$ cat config.mk
export PLATFORM = sky130hd
export DESIGN_NAME = con_addr_reg
export DESIGN_NICKNAME = d
export VERILOG_FILES = /design/src/rtl/cpa_pkg.sv /design/src/rtl/cpa_store.sv /design/src/rtl/cpa_mode.sv /design/src/rtl/cpa_compose.sv /design/src/rtl/con_addr_reg.sv
export SDC_FILE = /design/constraint.sdc
export NUM_CORES = 1
export LEC_CHECK = 0
export BUFFER_PORTS_ARGS = -buffer_cell sky130_fd_sc_hd__buf_2
export CAP_MARGIN = 20
export CELL_PAD_IN_SITES_DETAIL_PLACEMENT = 1
export CELL_PAD_IN_SITES_GLOBAL_PLACEMENT = 2
export CORE_UTILIZATION = 36
export DETAILED_ROUTE_END_ITERATION = 7
export GPL_TIMING_DRIVEN = 0
export PLACE_DENSITY = 0.89
export SLEW_MARGIN = 20
export SYNTH_ARGS = -nofsm -noshare
export SYNTH_HDL_FRONTEND = slang
export SYNTH_HIERARCHICAL = 1
export SYNTH_SLANG_ARGS = --single-unit
$ cat constraint.sdc
create_clock -name clk -period 3.5 [get_ports clk]
set_input_delay 0.525 -clock clk [delete_from_list [all_inputs] [get_ports clk]]
set_output_delay 0.525 -clock clk [all_outputs]
set_load 0.02 [all_outputs]
$ cat src/rtl/cpa_pkg.sv
`timescale 1ns/1ps
package cpa_pkg;
  localparam int DATA_W   = 16;
  localparam int WA_W     = 21;   // word address, byte bits 21..1
  localparam int LOW_W    = DATA_W - 1;
  localparam int HI_W     = WA_W - LOW_W;
  localparam int BASE_W   = 7;
  localparam int BASE_LSB = 6;    // data and byte-address position of base
  localparam int OFF_W    = 6;
  localparam int BE_W     = 2;
  localparam int PAGE_W   = 3;

  typedef enum logic [1:0] {
    SEL_LOW  = 2'd0,
    SEL_HIGH = 2'd1,
    SEL_BASE = 2'd2,
    SEL_NONE = 2'd3
  } cpa_sel_e;

  function automatic logic [WA_W-1:0] f_step(input logic [WA_W-1:0] a);
    return a + {{(WA_W-1){1'b0}}, 1'b1};
  endfunction

  function automatic logic [BE_W-1:0] f_fix_be(input logic [BE_W-1:0] be);
    return (be == '0) ? {BE_W{1'b1}} : be;
  endfunction

  function automatic logic [WA_W-1:0] f_page_waddr(
    input logic [BASE_W-1:0] base,
    input logic [OFF_W-1:0]  off
  );
    logic [WA_W-1:0] r;
    r = '0;
    r[BASE_LSB+BASE_W-1 +: PAGE_W] = {PAGE_W{1'b1}};
    r[BASE_LSB-1 +: BASE_W]        = base;
    r[OFF_W-2:0]                   = off[OFF_W-1:1];
    return r;
  endfunction
endpackage

$ cat src/rtl/cpa_store.sv
`timescale 1ns/1ps
module cpa_store
  import cpa_pkg::*;
(
  input  logic              clk,
  input  logic              rst,
  input  logic              wr,
  input  logic [1:0]        sel,
  input  logic [DATA_W-1:0] wdata,
  input  logic              step,
  output logic [WA_W-1:0]   waddr_q,
  output logic              e22_q,
  output logic              map_q,
  output logic [BASE_W-1:0] base_q,
  output logic [BE_W-1:0]   pbe_q,
  output logic [WA_W-1:0]   waddr_nx,
  output logic              e22_nx,
  output logic              map_nx,
  output logic [BASE_W-1:0] base_nx,
  output logic [BE_W-1:0]   pbe_nx,
  output logic              low_wr,
  output logic              high_wr,
  output logic              base_wr,
  output logic              step_take
);
  always_comb begin
    low_wr    = wr && (sel == SEL_LOW);
    high_wr   = wr && (sel == SEL_HIGH);
    base_wr   = wr && (sel == SEL_BASE);
    step_take = step && !low_wr && !high_wr;

    waddr_nx = waddr_q;
    e22_nx   = e22_q;
    map_nx   = map_q;
    base_nx  = base_q;
    pbe_nx   = pbe_q;

    if (low_wr) begin
      waddr_nx            = '0;
      waddr_nx[LOW_W-1:0] = wdata[DATA_W-1:1];
      e22_nx              = 1'b0;
      map_nx              = 1'b0;
    end else if (high_wr) begin
      waddr_nx[WA_W-1:LOW_W] = wdata[HI_W-1:0];
      e22_nx                 = wdata[HI_W];
      map_nx                 = wdata[HI_W+1];
    end else if (step_take) begin
      waddr_nx = f_step(waddr_q);
    end

    if (base_wr) begin
      base_nx = wdata[BASE_LSB +: BASE_W];
      pbe_nx  = f_fix_be(wdata[BE_W-1:0]);
    end
  end

  always_ff @(posedge clk) begin
    if (rst) begin
      waddr_q <= '0;
      e22_q   <= 1'b0;
      map_q   <= 1'b0;
      base_q  <= '0;
      pbe_q   <= {BE_W{1'b1}};
    end else begin
      waddr_q <= waddr_nx;
      e22_q   <= e22_nx;
      map_q   <= map_nx;
      base_q  <= base_nx;
      pbe_q   <= pbe_nx;
    end
  end
endmodule

$ cat src/rtl/cpa_mode.sv
`timescale 1ns/1ps
module cpa_mode
  import cpa_pkg::*;
(
  input  logic             clk,
  input  logic             rst,
  input  logic             cmd,
  input  logic             periph,
  input  logic [OFF_W-1:0] off,
  output logic             mode_q,
  output logic [OFF_W-1:0] off_q,
  output logic             mode_nx,
  output logic [OFF_W-1:0] off_nx
);
  always_comb begin
    mode_nx = cmd ? periph : mode_q;
    off_nx  = cmd ? off    : off_q;
  end

  always_ff @(posedge clk) begin
    if (rst) begin
      mode_q <= 1'b0;
      off_q  <= '0;
    end else begin
      mode_q <= mode_nx;
      off_q  <= off_nx;
    end
  end
endmodule

$ cat src/rtl/cpa_compose.sv
`timescale 1ns/1ps
module cpa_compose
  import cpa_pkg::*;
(
  input  logic              periph,
  input  logic [OFF_W-1:0]  off,
  input  logic [WA_W-1:0]   waddr,
  input  logic              e22,
  input  logic              mapf,
  input  logic [BASE_W-1:0] base,
  input  logic [BE_W-1:0]   pbe,
  output logic [WA_W-1:0]   c_waddr,
  output logic [BE_W-1:0]   c_be,
  output logic              c_remote,
  output logic              c_e22,
  output logic              c_map
);
  always_comb begin
    if (periph) begin
      c_waddr  = f_page_waddr(base, off);
      c_be     = pbe;
      c_remote = 1'b1;
      c_e22    = 1'b0;
      c_map    = 1'b0;
    end else begin
      c_waddr  = waddr;
      c_be     = {BE_W{1'b1}};
      c_remote = 1'b0;
      c_e22    = e22;
      c_map    = mapf;
    end
  end
endmodule

$ cat src/rtl/con_addr_reg.sv
`timescale 1ns/1ps
module con_addr_reg
  import cpa_pkg::*;
(
  input  logic              clk,
  input  logic              rst,
  input  logic              reg_wr,
  input  logic [1:0]        reg_sel,
  input  logic [DATA_W-1:0] reg_wdata,
  input  logic              cmd_go,
  input  logic              cmd_periph,
  input  logic [OFF_W-1:0]  cmd_off,
  input  logic              step_go,
  output logic [WA_W-1:0]   out_waddr,
  output logic [BE_W-1:0]   out_be,
  output logic              out_remote,
  output logic              out_ena22,
  output logic              out_map
);
  logic [WA_W-1:0]   waddr_q, waddr_nx, c_waddr;
  logic              e22_q, e22_nx, map_q, map_nx;
  logic [BASE_W-1:0] base_q, base_nx;
  logic [BE_W-1:0]   pbe_q, pbe_nx, c_be;
  logic              low_wr, high_wr, base_wr, step_take;
  logic              mode_q, mode_nx;
  logic [OFF_W-1:0]  off_q, off_nx;
  logic              c_remote, c_e22, c_map;

  cpa_store u_store (
    .clk(clk), .rst(rst), .wr(reg_wr), .sel(reg_sel), .wdata(reg_wdata),
    .step(step_go),
    .waddr_q(waddr_q), .e22_q(e22_q), .map_q(map_q), .base_q(base_q),
    .pbe_q(pbe_q),
    .waddr_nx(waddr_nx), .e22_nx(e22_nx), .map_nx(map_nx),
    .base_nx(base_nx), .pbe_nx(pbe_nx),
    .low_wr(low_wr), .high_wr(high_wr), .base_wr(base_wr),
    .step_take(step_take)
  );

  cpa_mode u_mode (
    .clk(clk), .rst(rst), .cmd(cmd_go), .periph(cmd_periph), .off(cmd_off),
    .mode_q(mode_q), .off_q(off_q), .mode_nx(mode_nx), .off_nx(off_nx)
  );

  // Outputs are built from next-state values so they move with the state.
  cpa_compose u_compose (
    .periph(mode_nx), .off(off_nx), .waddr(waddr_nx), .e22(e22_nx),
    .mapf(map_nx), .base(base_nx), .pbe(pbe_nx),
    .c_waddr(c_waddr), .c_be(c_be), .c_remote(c_remote), .c_e22(c_e22),
    .c_map(c_map)
  );

  logic unused_off0;
  assign unused_off0 = off_q[0];

  always_ff @(posedge clk) begin
    if (rst) begin
      out_waddr  <= '0;
      out_be     <= {BE_W{1'b1}};
      out_remote <= 1'b0;
      out_ena22  <= 1'b0;
      out_map    <= 1'b0;
    end else begin
      out_waddr  <= c_waddr;
      out_be     <= c_be;
      out_remote <= c_remote;
      out_ena22  <= c_e22;
      out_map    <= c_map;
    end
  end
endmodule

# Yosys cells after proc, flatten, opt, wreduce, memory -nomap -nowiden

Cells that the tools add are included.

Equal/unequal tests: 2
Mux-type cells: 15
Add/sub/neg operators: 1
Reduce and logical (&&, ||, !) cells: 11
Bitwise operators: 1

Operators by type and width:

| kind                                           | count |
|---|---|
| 2-to-1 mux 21 bit                              | 2 |
| 2-to-1 mux 15 bit                              | 2 |
| adder 21 x 1 -> 21 bit (second input constant) | 1 |
| 2-to-1 mux 6 bit                               | 2 |
| 2-to-1 mux 7 bit                               | 1 |
| 2-to-1 mux 1 bit                               | 6 |
| logical AND 1 bit                              | 5 |
| logical NOT 2 bit                              | 2 |
| 2-to-1 mux 2 bit                               | 2 |
| OR reduction 2 bit                             | 2 |
| == test 2 x 1 -> 1 bit (second input constant) | 1 |
| == test 2 bit (second input constant)          | 1 |
| logical NOT 1 bit                              | 2 |
| NOT 1 bit                                      | 1 |

Register bits after elaboration: 65
Input port bits: 30

# Depth between registers and ports, before layout

Gate-level depths: netlist (run 1).

Word-level depth: 9
Mapped depth: 8

# Hierarchy

Netlist (run 1), hierarchy kept.

By module, submodules not included:

| module       | cells an instance | times used | area each (um^2) |
|---|---|---|---|
| cpa_store    | 235               | 1          | 1746.7 |
| con_addr_reg | 54                | 1          | 701.9 |
| cpa_mode     | 22                | 1          | 300.3 |
| cpa_compose  | 29                | 1          | 281.5 |

# Worst setup path after synthesis (run 1)

Ideal clock, no wire load.

Path kind: input to register
Start: in reg_sel[1]
End: reg out_waddr[10]
Path slack: 1487 ps
Data required time: 3382 ps
Arrival: 1895 ps
Stages on the path: 7
Cell sequence: and2b_4 -> nand2b_1 -> clkbuf_1 -> clkbuf_1 -> a21oi_1 -> mux2_4 -> nor2b_1

Cells in the longest elaborated chain, start to end: 9

Ends and longest elaborated chain:

| item                           | line               | text |
|---|---|---|
| start, declared                | con_addr_reg.sv:8  | `input logic [1:0] reg_sel,` |
| logical NOT 2 bit              | cpa_store.sv:27    | `low_wr = wr && (sel == SEL_LOW);` |
| logical AND 1 bit              | cpa_store.sv:27    |  |
| logical NOT 1 bit              | cpa_store.sv:30    | `step_take = step && !low_wr && !high_wr;` |
| logical AND 1 bit (2 in a row) | cpa_store.sv:30    |  |
| 2-to-1 mux 21 bit              | cpa_store.sv:47    | `end else if (step_take) begin` |
| 2-to-1 mux 15 bit              | cpa_store.sv:43    | `end else if (high_wr) begin` |
| 2-to-1 mux 21 bit *            | cpa_store.sv:38    | `if (low_wr) begin` |
| net waddr_nx[10]               | con_addr_reg.sv:20 | `logic [WA_W-1:0] waddr_q, waddr_nx, c_waddr;` |
| 2-to-1 mux 15 bit *            | cpa_compose.sv:19  | `if (periph) begin` |
| net c_waddr[10]                | con_addr_reg.sv:20 |  |
| end signal, assigned           | con_addr_reg.sv:64 | `out_waddr <= c_waddr;` |
| end, declared                  | con_addr_reg.sv:14 | `output logic [WA_W-1:0] out_waddr,` |

The timed path passes the listed nets; every way through them passes the cells marked *.
A chain may end at the register's enable or synchronous reset.

# Final worst setup path (run 1)

Start: reg u_store.waddr_q[0]
End: reg out_waddr[10]

Cells in the longest elaborated chain, start to end: 5

Ends and longest elaborated chain:

| item                   | line               | text |
|---|---|---|
| start, declared        | cpa_store.sv:11    | `output logic [WA_W-1:0] waddr_q,` |
| start signal, assigned | cpa_store.sv:65    | `waddr_q <= waddr_nx;` |
| adder 21 x 1 -> 21 bit | cpa_pkg.sv:21      | `return a + {{(WA_W-1){1'b0}}, 1'b1};` |
| 2-to-1 mux 21 bit      | cpa_store.sv:47    |  |
| 2-to-1 mux 15 bit      | cpa_store.sv:43    |  |
| 2-to-1 mux 21 bit      | cpa_store.sv:38    |  |
| net waddr_nx[10]       | con_addr_reg.sv:20 |  |
| 2-to-1 mux 15 bit      | cpa_compose.sv:19  |  |
| net c_waddr[10]        | con_addr_reg.sv:20 |  |

The timed path passes the listed nets, and every way through them passes these cells.

==> metrics.sh, run 1 <==
MIN_TO='u_store/waddr_q[19]'
DRT-TOTAL-WL_UM=7520
FINAL-MAX-SLEW-VIOLATION-COUNT=0
CLOCK-ROOT-BUFFER='sky130_fd_sc_hd__clkbuf_8'
GRT.TOTAL_USAGE_PCT=18.9
SYNTH_FP_NETS=368
PERIOD_NEEDED_PS=2210
REG2REG_SETUP_SLACK_PS=1290
START_UTIL_PCT=37.9
NUM_ROWS=32
ACTUAL_TRANSITION_AT_THE_WORST_MAX_TRANSITION_PIN_PS=607
CTS.REPAIR_TIMING.SETUP_BUFFER_COUNT=0
R2R-START='u_store/waddr_q[0]'
FINALWORSTSETUPSLACK_PS=1290
PATH_CLK_SLEW_PS=80
RSZ_0062_RAISED_AFTER_GLOBAL_ROUTING='no'
POWER_DENSITY_mW_PER_MM2=453
CTSRESIZECOUNT=0
DRTPASS1ITERATIONS=4
LEAKAGE_POWER_uW=0.00156
DIE_Y_UM=93.1
MIN-DELAY-START='reg_wdata[4]'
ANT_NETS=0
SYNTHESIS_WARNINGS=6
LAYOUT.CORE_UTILIZATION_PCT=45.2
DRV.MAX_CAP_VIOLATION_COUNT=0
FINAL_HOLD_VIOL_COUNT=0
CTS.PATH.MAX_BUFFERS=2
VIA_COUNT=2532
PATH_MAX_FANOUT=5
VIASPERCELL=4.98
SETUP_VIOL_COUNT_FINAL=0
RESULT_OF_THE_RUN='complete, no violations'
PRE_CTS_WS_PS=993
TNS_PS=0
FLOORPLAN.CORE_AREA_MM2=0.00789
NUMCTSBUFFERS=9
DRC=0
CP-END-KIND='register'
FLOORPLAN.DIE_AREA_MM2=0.00867
DP_HPWL_UM=5630
DESIGN.PORTCOUNT=56
ARRIVAL_PS=2430
CRITICALPATHCATEGORY='register to register'
CTS_NUM_SINKS=64
BUFFER_PORTS.INSERTED=53
HOLD_WS_PS=438
WORST_SKEW_LATE_LATENCY_PS=340
COUNT_OF_CELLS_ALONG_THE_WORST_REGISTER_TO_REGISTER_PATH=8
GPL.FINAL_WEIGHTED_CONGESTION=0.851
NUMBER_OF_GLOBAL_ROUTE_VIAS_BEFORE_REPAIR=2576
SYNTHESIS.AREA_MM2=0.00299
CHIPWIDTH_UM=93.1
WORSTHOLDPATHTYPE='input pin to register'
CP_DATA_REQUIRED_TIME_PS=3730
REG2REG_CAPTURE_POINT='out_waddr[10]'
GLOBALROUTE.TOTALOVERFLOW=0
SEQUENTIAL_CELL_AREA_MM2=0.00128
HOLDBUFCOUNTCTS=0
TRITONCTS='done'
POST-ROUTE-PERIOD-UTIL_PCT=63.0
GRT_FIRST_PASS_WIRELENGTH_UM=12600
CTS-HTREE-LEVELS=3
WL_PER_CELL_UM=14.8
DRT-INITIAL-DRC-COUNT=89
LAYOUT-DRIVE-GT1-SHARE_PCT=25.4
MAXIMUM_NUMBER_OF_PINS_ON_ONE_NET_BEFORE_GLOBAL_ROUTE_REPAIR=21
TIMING.CRITICAL_PATH.FROM='u_store/waddr_q[0]'
TIMING.CRITICAL_PATH.FROM_TYPE='register'
FINAL_NETS=432
POSTSYNTHCELLCOUNT=337
ANTENNA-DIODE-COUNT=0
SLEW_HEADROOM_PCT=59.5
SYN2LAYOUT_AREA_GROWTH_PCT=19.3
SKEW_PS=10.7
GRT_ANTENNA_BEFORE_REPAIR=0
SYNTH_AREA_PER_CELL_UM2=8.87
ACHIEVABLE-FREQUENCY_MHz=453
FILL_CELL_COUNT=946
WORST_HOLD_PATH.NUM_CELLS=3
VDD_DROP_MAX_mV=0.178
MULTIINPUTGATEAREA_MM2=0.00159
## area by class of cell
cell class              count  share of cell area [%]
clock inverters             3                   0.421
clock buffers              13                    4.74
well taps                 102                    3.58
flip-flops and latches     64                    35.9
multi-input cells         252                    44.6
repair buffers             53                    7.44
plain buffers              16                    2.81
inverters                   5                   0.526
## flip-flops by register name, indices dropped and copies added, names as in the netlist, 2 cells and up
| register | flops |
|---|---|
| out_waddr | 21 |
| u_store/pbe_q | 2 |
| u_mode/off_q | 5 |
| u_store/base_q | 7 |
| out_be | 2 |
| u_store/waddr_q | 21 |
## worst max-delay path, cell delays in order, from the launching register on
cell	delay [ps]
sky130_fd_sc_hd__dfxtp_1	380
sky130_fd_sc_hd__ha_1	180
sky130_fd_sc_hd__and3_1	200
sky130_fd_sc_hd__nor3b_2	430
sky130_fd_sc_hd__nand3_1	190
sky130_fd_sc_hd__xor2_1	210
sky130_fd_sc_hd__a21oi_1	90
sky130_fd_sc_hd__mux2_4	280
sky130_fd_sc_hd__nor2b_1	120
## worst max path at each step
| stage | to | slack [ps] | depth (start not counted) |
|---|---|---|---|
| floorplan | out_waddr[10] | 1490 | 7 |
| global placement | out_waddr[10] | 1040 | 8 |
| detailed placement | out_waddr[7] | 990 | 8 |
| CTS | out_waddr[10] | 1280 | 8 |
| global route | out_waddr[7] | 1130 | 8 |
| finish | out_waddr[10] | 1290 | 8 |
## power breakdown
group / internal (uW) / leakage, uW / switching [uW]
registers: 767 / 0.000524 / 21.4
clock network: 312 / 0.0000992 / 281
logic: 109 / 0.000940 / 125
total: 1190 / 0.00156 / 427
## metrics by stage
step | total power, uW | instance area [um^2] | instances
3_5_place_dp | 1040 | 3380 | 492
2_1_floorplan | 964 | 2990 | 337
6_report | 1620 | 3570 | 508
3_3_place_gp | 1030 | 3380 | 492
4_1_cts | 1640 | 3570 | 508
5_1_grt | 1690 | 3570 | 508
## routing by layer
layer  up-vias  part of all wire (%)  track usage, %
li1       1265                     -               -
met1      1211                    47            23.7
met2        47                    49            32.5
met3         9                   3.3            3.33
met4         0                   1.3            6.67
met5         -                     0               0
## cell usage in the layout, fill, tap and decap left out, drive strengths merged, types with 2 or more instances in the layout
| master | n |
|---|---|
| dfxtp | 64 |
| buf | 61 |
| nand2 | 52 |
| nor2b | 49 |
| nor2 | 23 |
| clkbuf | 21 |
| a21oi | 19 |
| mux2 | 18 |
| nand3 | 14 |
| xor2 | 9 |
| a211oi | 7 |
| or2 | 7 |
| nand4 | 6 |
| o21ai | 6 |
| nor3 | 6 |
| xnor2 | 5 |
| nand2b | 4 |
| inv | 4 |
| nor4 | 4 |
| clkinv | 4 |
| a31oi | 4 |
| and2b | 3 |
| and4 | 2 |
| and3 | 2 |
| o31ai | 2 |
No activity file was read; power rests on OpenSTA's default activity.
==> run 2, diff against run 1 <==
--- a/config.mk
+++ b/config.mk
@@ -9,10 +9,10 @@
 export CAP_MARGIN = 20
 export CELL_PAD_IN_SITES_DETAIL_PLACEMENT = 1
 export CELL_PAD_IN_SITES_GLOBAL_PLACEMENT = 2
-export CORE_UTILIZATION = 36
+export CORE_UTILIZATION = 33
 export DETAILED_ROUTE_END_ITERATION = 7
 export GPL_TIMING_DRIVEN = 0
-export PLACE_DENSITY = 0.89
+export PLACE_DENSITY = 0.83
 export SLEW_MARGIN = 20
 export SYNTH_ARGS = -nofsm -noshare
 export SYNTH_HDL_FRONTEND = slang
==> constraint.sdc (replaced) <==
create_clock -name clk -period 2.15 [get_ports clk]
set_input_delay 0.3225 -clock clk [delete_from_list [all_inputs] [get_ports clk]]
set_output_delay 0.3225 -clock clk [all_outputs]
set_load 0.02 [all_outputs]
==> run 2 against run 1 <==
Die area up 8.9%. Core utilization shrank 3.0 points. Flip-flop and latch count unchanged. Routed wire length increased by 7.2%. Non-clock buffer count increased by 5. Clock-buffer cell count is 3 lower. Critical endpoint is now out_waddr[14]. Largest power group unchanged. Highest routed layer unchanged.
==> metrics.sh, run 2 (synthesis gave the netlist of run 1 again) <==
REG2REG_SETUP_SLACK_PS=110  # -1190 ps
FINAL_CELL_MIX='62 x sky130_fd_sc_hd__dfxtp_1, 55 x sky130_fd_sc_hd__buf_2, 51 x sky130_fd_sc_hd__nand2_1'
CRITICALPATHCATEGORY='register to register'
FLOORPLAN.DIE_AREA_MM2=0.00944  # +8.9%
POWER_DENSITY_mW_PER_MM2=791  # +75%
DRV.MAX_CAP_VIOLATION_COUNT=0  # unchanged
NUMBER_OF_GLOBAL_ROUTE_VIAS_BEFORE_REPAIR=2537  # -1.5%
VIASPERCELL=4.96  # -0.57%
COUNT_OF_CELLS_ALONG_THE_WORST_REGISTER_TO_REGISTER_PATH=8  # unchanged
GRT_FIRST_PASS_WIRELENGTH_UM=12900  # +2.6%
FINAL-MAX-SLEW-VIOLATION-COUNT=0  # unchanged
SYN2LAYOUT_AREA_GROWTH_PCT=23.6
RESULT_OF_THE_RUN='complete, no violations'
CTS-HTREE-LEVELS=3  # unchanged
ACTUAL_TRANSITION_AT_THE_WORST_MAX_TRANSITION_PIN_PS=664  # +57.1 ps
FINAL_NETS=437  # +1.2%
DRT-INITIAL-DRC-COUNT=79  # -11%
LAYOUT-DRIVE-GT1-SHARE_PCT=28.0  # +2.6 points
START_UTIL_PCT=34.1  # -3.8 points
DETAILED_PLACE.AREA_MM2=0.00339  # +0.22%
FILL_CELL_COUNT=1068  # +13%
LEAKAGE_POWER_uW=0.00161  # +3.2%
BUFFER_PORTS.INSERTED=53  # unchanged
MAXIMUM_NUMBER_OF_PINS_ON_ONE_NET_BEFORE_GLOBAL_ROUTE_REPAIR=21  # unchanged
DRTPASS1ITERATIONS=4  # unchanged
WL_PER_CELL_UM=15.5  # +4.9%
GRT.TOTAL_USAGE_PCT=17.7  # -1.2 points
VIA_COUNT=2572  # +1.6%
ANTENNA-DIODE-COUNT=0  # unchanged
DIE_Y_UM=97.2  # +4.4%
VDD_DROP_MAX_mV=0.429  # +140%
CLOCK-ROOT-BUFFER='sky130_fd_sc_hd__clkbuf_8'
FINAL_HOLD_VIOL_COUNT=0  # unchanged
GRT_ANTENNA_BEFORE_REPAIR=0  # unchanged
NUM_ROWS=34  # +6.3%
HOLDBUFCOUNTCTS=0  # unchanged
CTS.PATH.MAX_BUFFERS=2  # unchanged
DRC=0  # unchanged
TOP_REGS='out_waddr (21), u_store/waddr_q (21), u_store/base_q (7)'
POST-ROUTE-PERIOD-UTIL_PCT=95.0  # +32 points
SETUP_VIOL_COUNT_FINAL=0  # unchanged
TRITONCTS='done'
DESIGN.PORTCOUNT=56  # unchanged
WORSTHOLDPATHTYPE='input pin to register'
DRT-TOTAL-WL_UM=8060  # +7.2%
ANT_NETS=0  # unchanged
FINALINSTANCEAREA_MM2=0.00370  # +3.6%
MOSTFREQUENTLAYOUTCELL='sky130_fd_sc_hd__dfxtp_1'
SLEW_HEADROOM_PCT=55.7  # -3.8 points
FLOORPLAN.CORE_AREA_MM2=0.00876  # +11%
SKEW_PS=9.30  # -1.40 ps
CP-END-KIND='register'
GLOBALROUTE.TOTALOVERFLOW=0  # unchanged
LAYOUT.CORE_UTILIZATION_PCT=42.2  # -3.0 points
CTS_NUM_SINKS=64  # unchanged
RSZ_0062_RAISED_AFTER_GLOBAL_ROUTING='yes'
NUMCTSBUFFERS=9  # unchanged
ARRIVAL_PS=2290  # -140 ps
CP_DATA_REQUIRED_TIME_PS=2400  # -1330 ps
TIMING.CRITICAL_PATH.FROM_TYPE='register'
GPL.FINAL_WEIGHTED_CONGESTION=0.784  # -7.9%
WORST_HOLD_PATH.NUM_CELLS=3  # unchanged
MULTIINPUTGATEAREA_MM2=0.00162  # +1.9%
WORST_SKEW_LATE_LATENCY_PS=360  # +20 ps
SEQUENTIAL_CELL_AREA_MM2=0.00128  # +0.20%
ACHIEVABLE-FREQUENCY_MHz=490  # +8.0%
DP_HPWL_UM=5790  # +3.0%
CHIPWIDTH_UM=97.2  # +4.4%
PATH_CLK_SLEW_PS=70  # about the same
PERIOD_NEEDED_PS=2040  # -163 ps
PATH_MAX_FANOUT=5  # unchanged
[run 2: path summary, 6_finish.rpt]
check | endpoint | startpoint
worst max-delay path | out_waddr[14] | u_store/waddr_q[1]
worst min-delay path | u_store/waddr_q[19] | reg_wdata[4]
worst max register to register | out_waddr[14] | u_store/waddr_q[1]
worst min register to register | u_store/e22_q | u_store/e22_q
[run 2: critical path, cell delays in order, from the launching register on]
cell,delay [ps]
sky130_fd_sc_hd__dfxtp_2,360
sky130_fd_sc_hd__ha_1,170
sky130_fd_sc_hd__and3_4,200
sky130_fd_sc_hd__nand4_1,250
sky130_fd_sc_hd__nor4_2,330
sky130_fd_sc_hd__xnor2_1,180
sky130_fd_sc_hd__a21oi_1,100
sky130_fd_sc_hd__or2_1,220
sky130_fd_sc_hd__nor2b_1,120
[run 2: final cells by class]
| cell class | count | area share (%) |
|---|---|---|
| plain buffers | 16 | 2.74 |
| clock inverters | 6 | 2.91 |
| flip-flops and latches | 64 | 34.7 |
| multi-input cells | 252 | 43.8 |
| repair buffers | 58 | 8.19 |
| well taps | 108 | 3.66 |
| inverters | 5 | 0.508 |
| clock buffers | 10 | 3.45 |
[run 2: report_power, final]
group / total [uW] / leakage, uW / internal (uW) / switching [uW]
clock network: 1250 / 0.000116 / 766 / 485
logic: 388 / 0.000972 / 179 / 209
registers: 1290 / 0.000524 / 1250 / 35.8
[run 2: per-stage QoR]
step / TNS, ps / hold WS [ps] / setup slack, ps / power (uW) / cells
finish: 0 / 222 / 108 / 2930 / 519
global route: -46.3 / 220 / -26.4 / 3070 / 519
CTS: 0 / 212 / 24.4 / 2970 / 514
detailed placement: -1020 / 458 / -211 / 1700 / 498
global placement: -549 / 447 / -128 / 1690 / 498
floorplan: 0 / 394 / 314 / 1570 / 337
[run 2: per-layer routing]
metal  vias up  global-route usage [%]  wire length (um)
met3        11                    4.10               375
li1       1278                       -                 -
met2        55                    29.0              3870
met4         0                    7.23               133
met5         -                       0                 0
met1      1228                    22.4              3680
[run 2: timing repair]
item | in CTS | in global routing
gates cloned | 0 | 0
setup buffers | 0 | 5
pin swaps | 0 | 4
setup endpoints to repair | 3 | 7
gates resized for setup | 1 | 8
endpoints found under the hold margin | 0 | 0
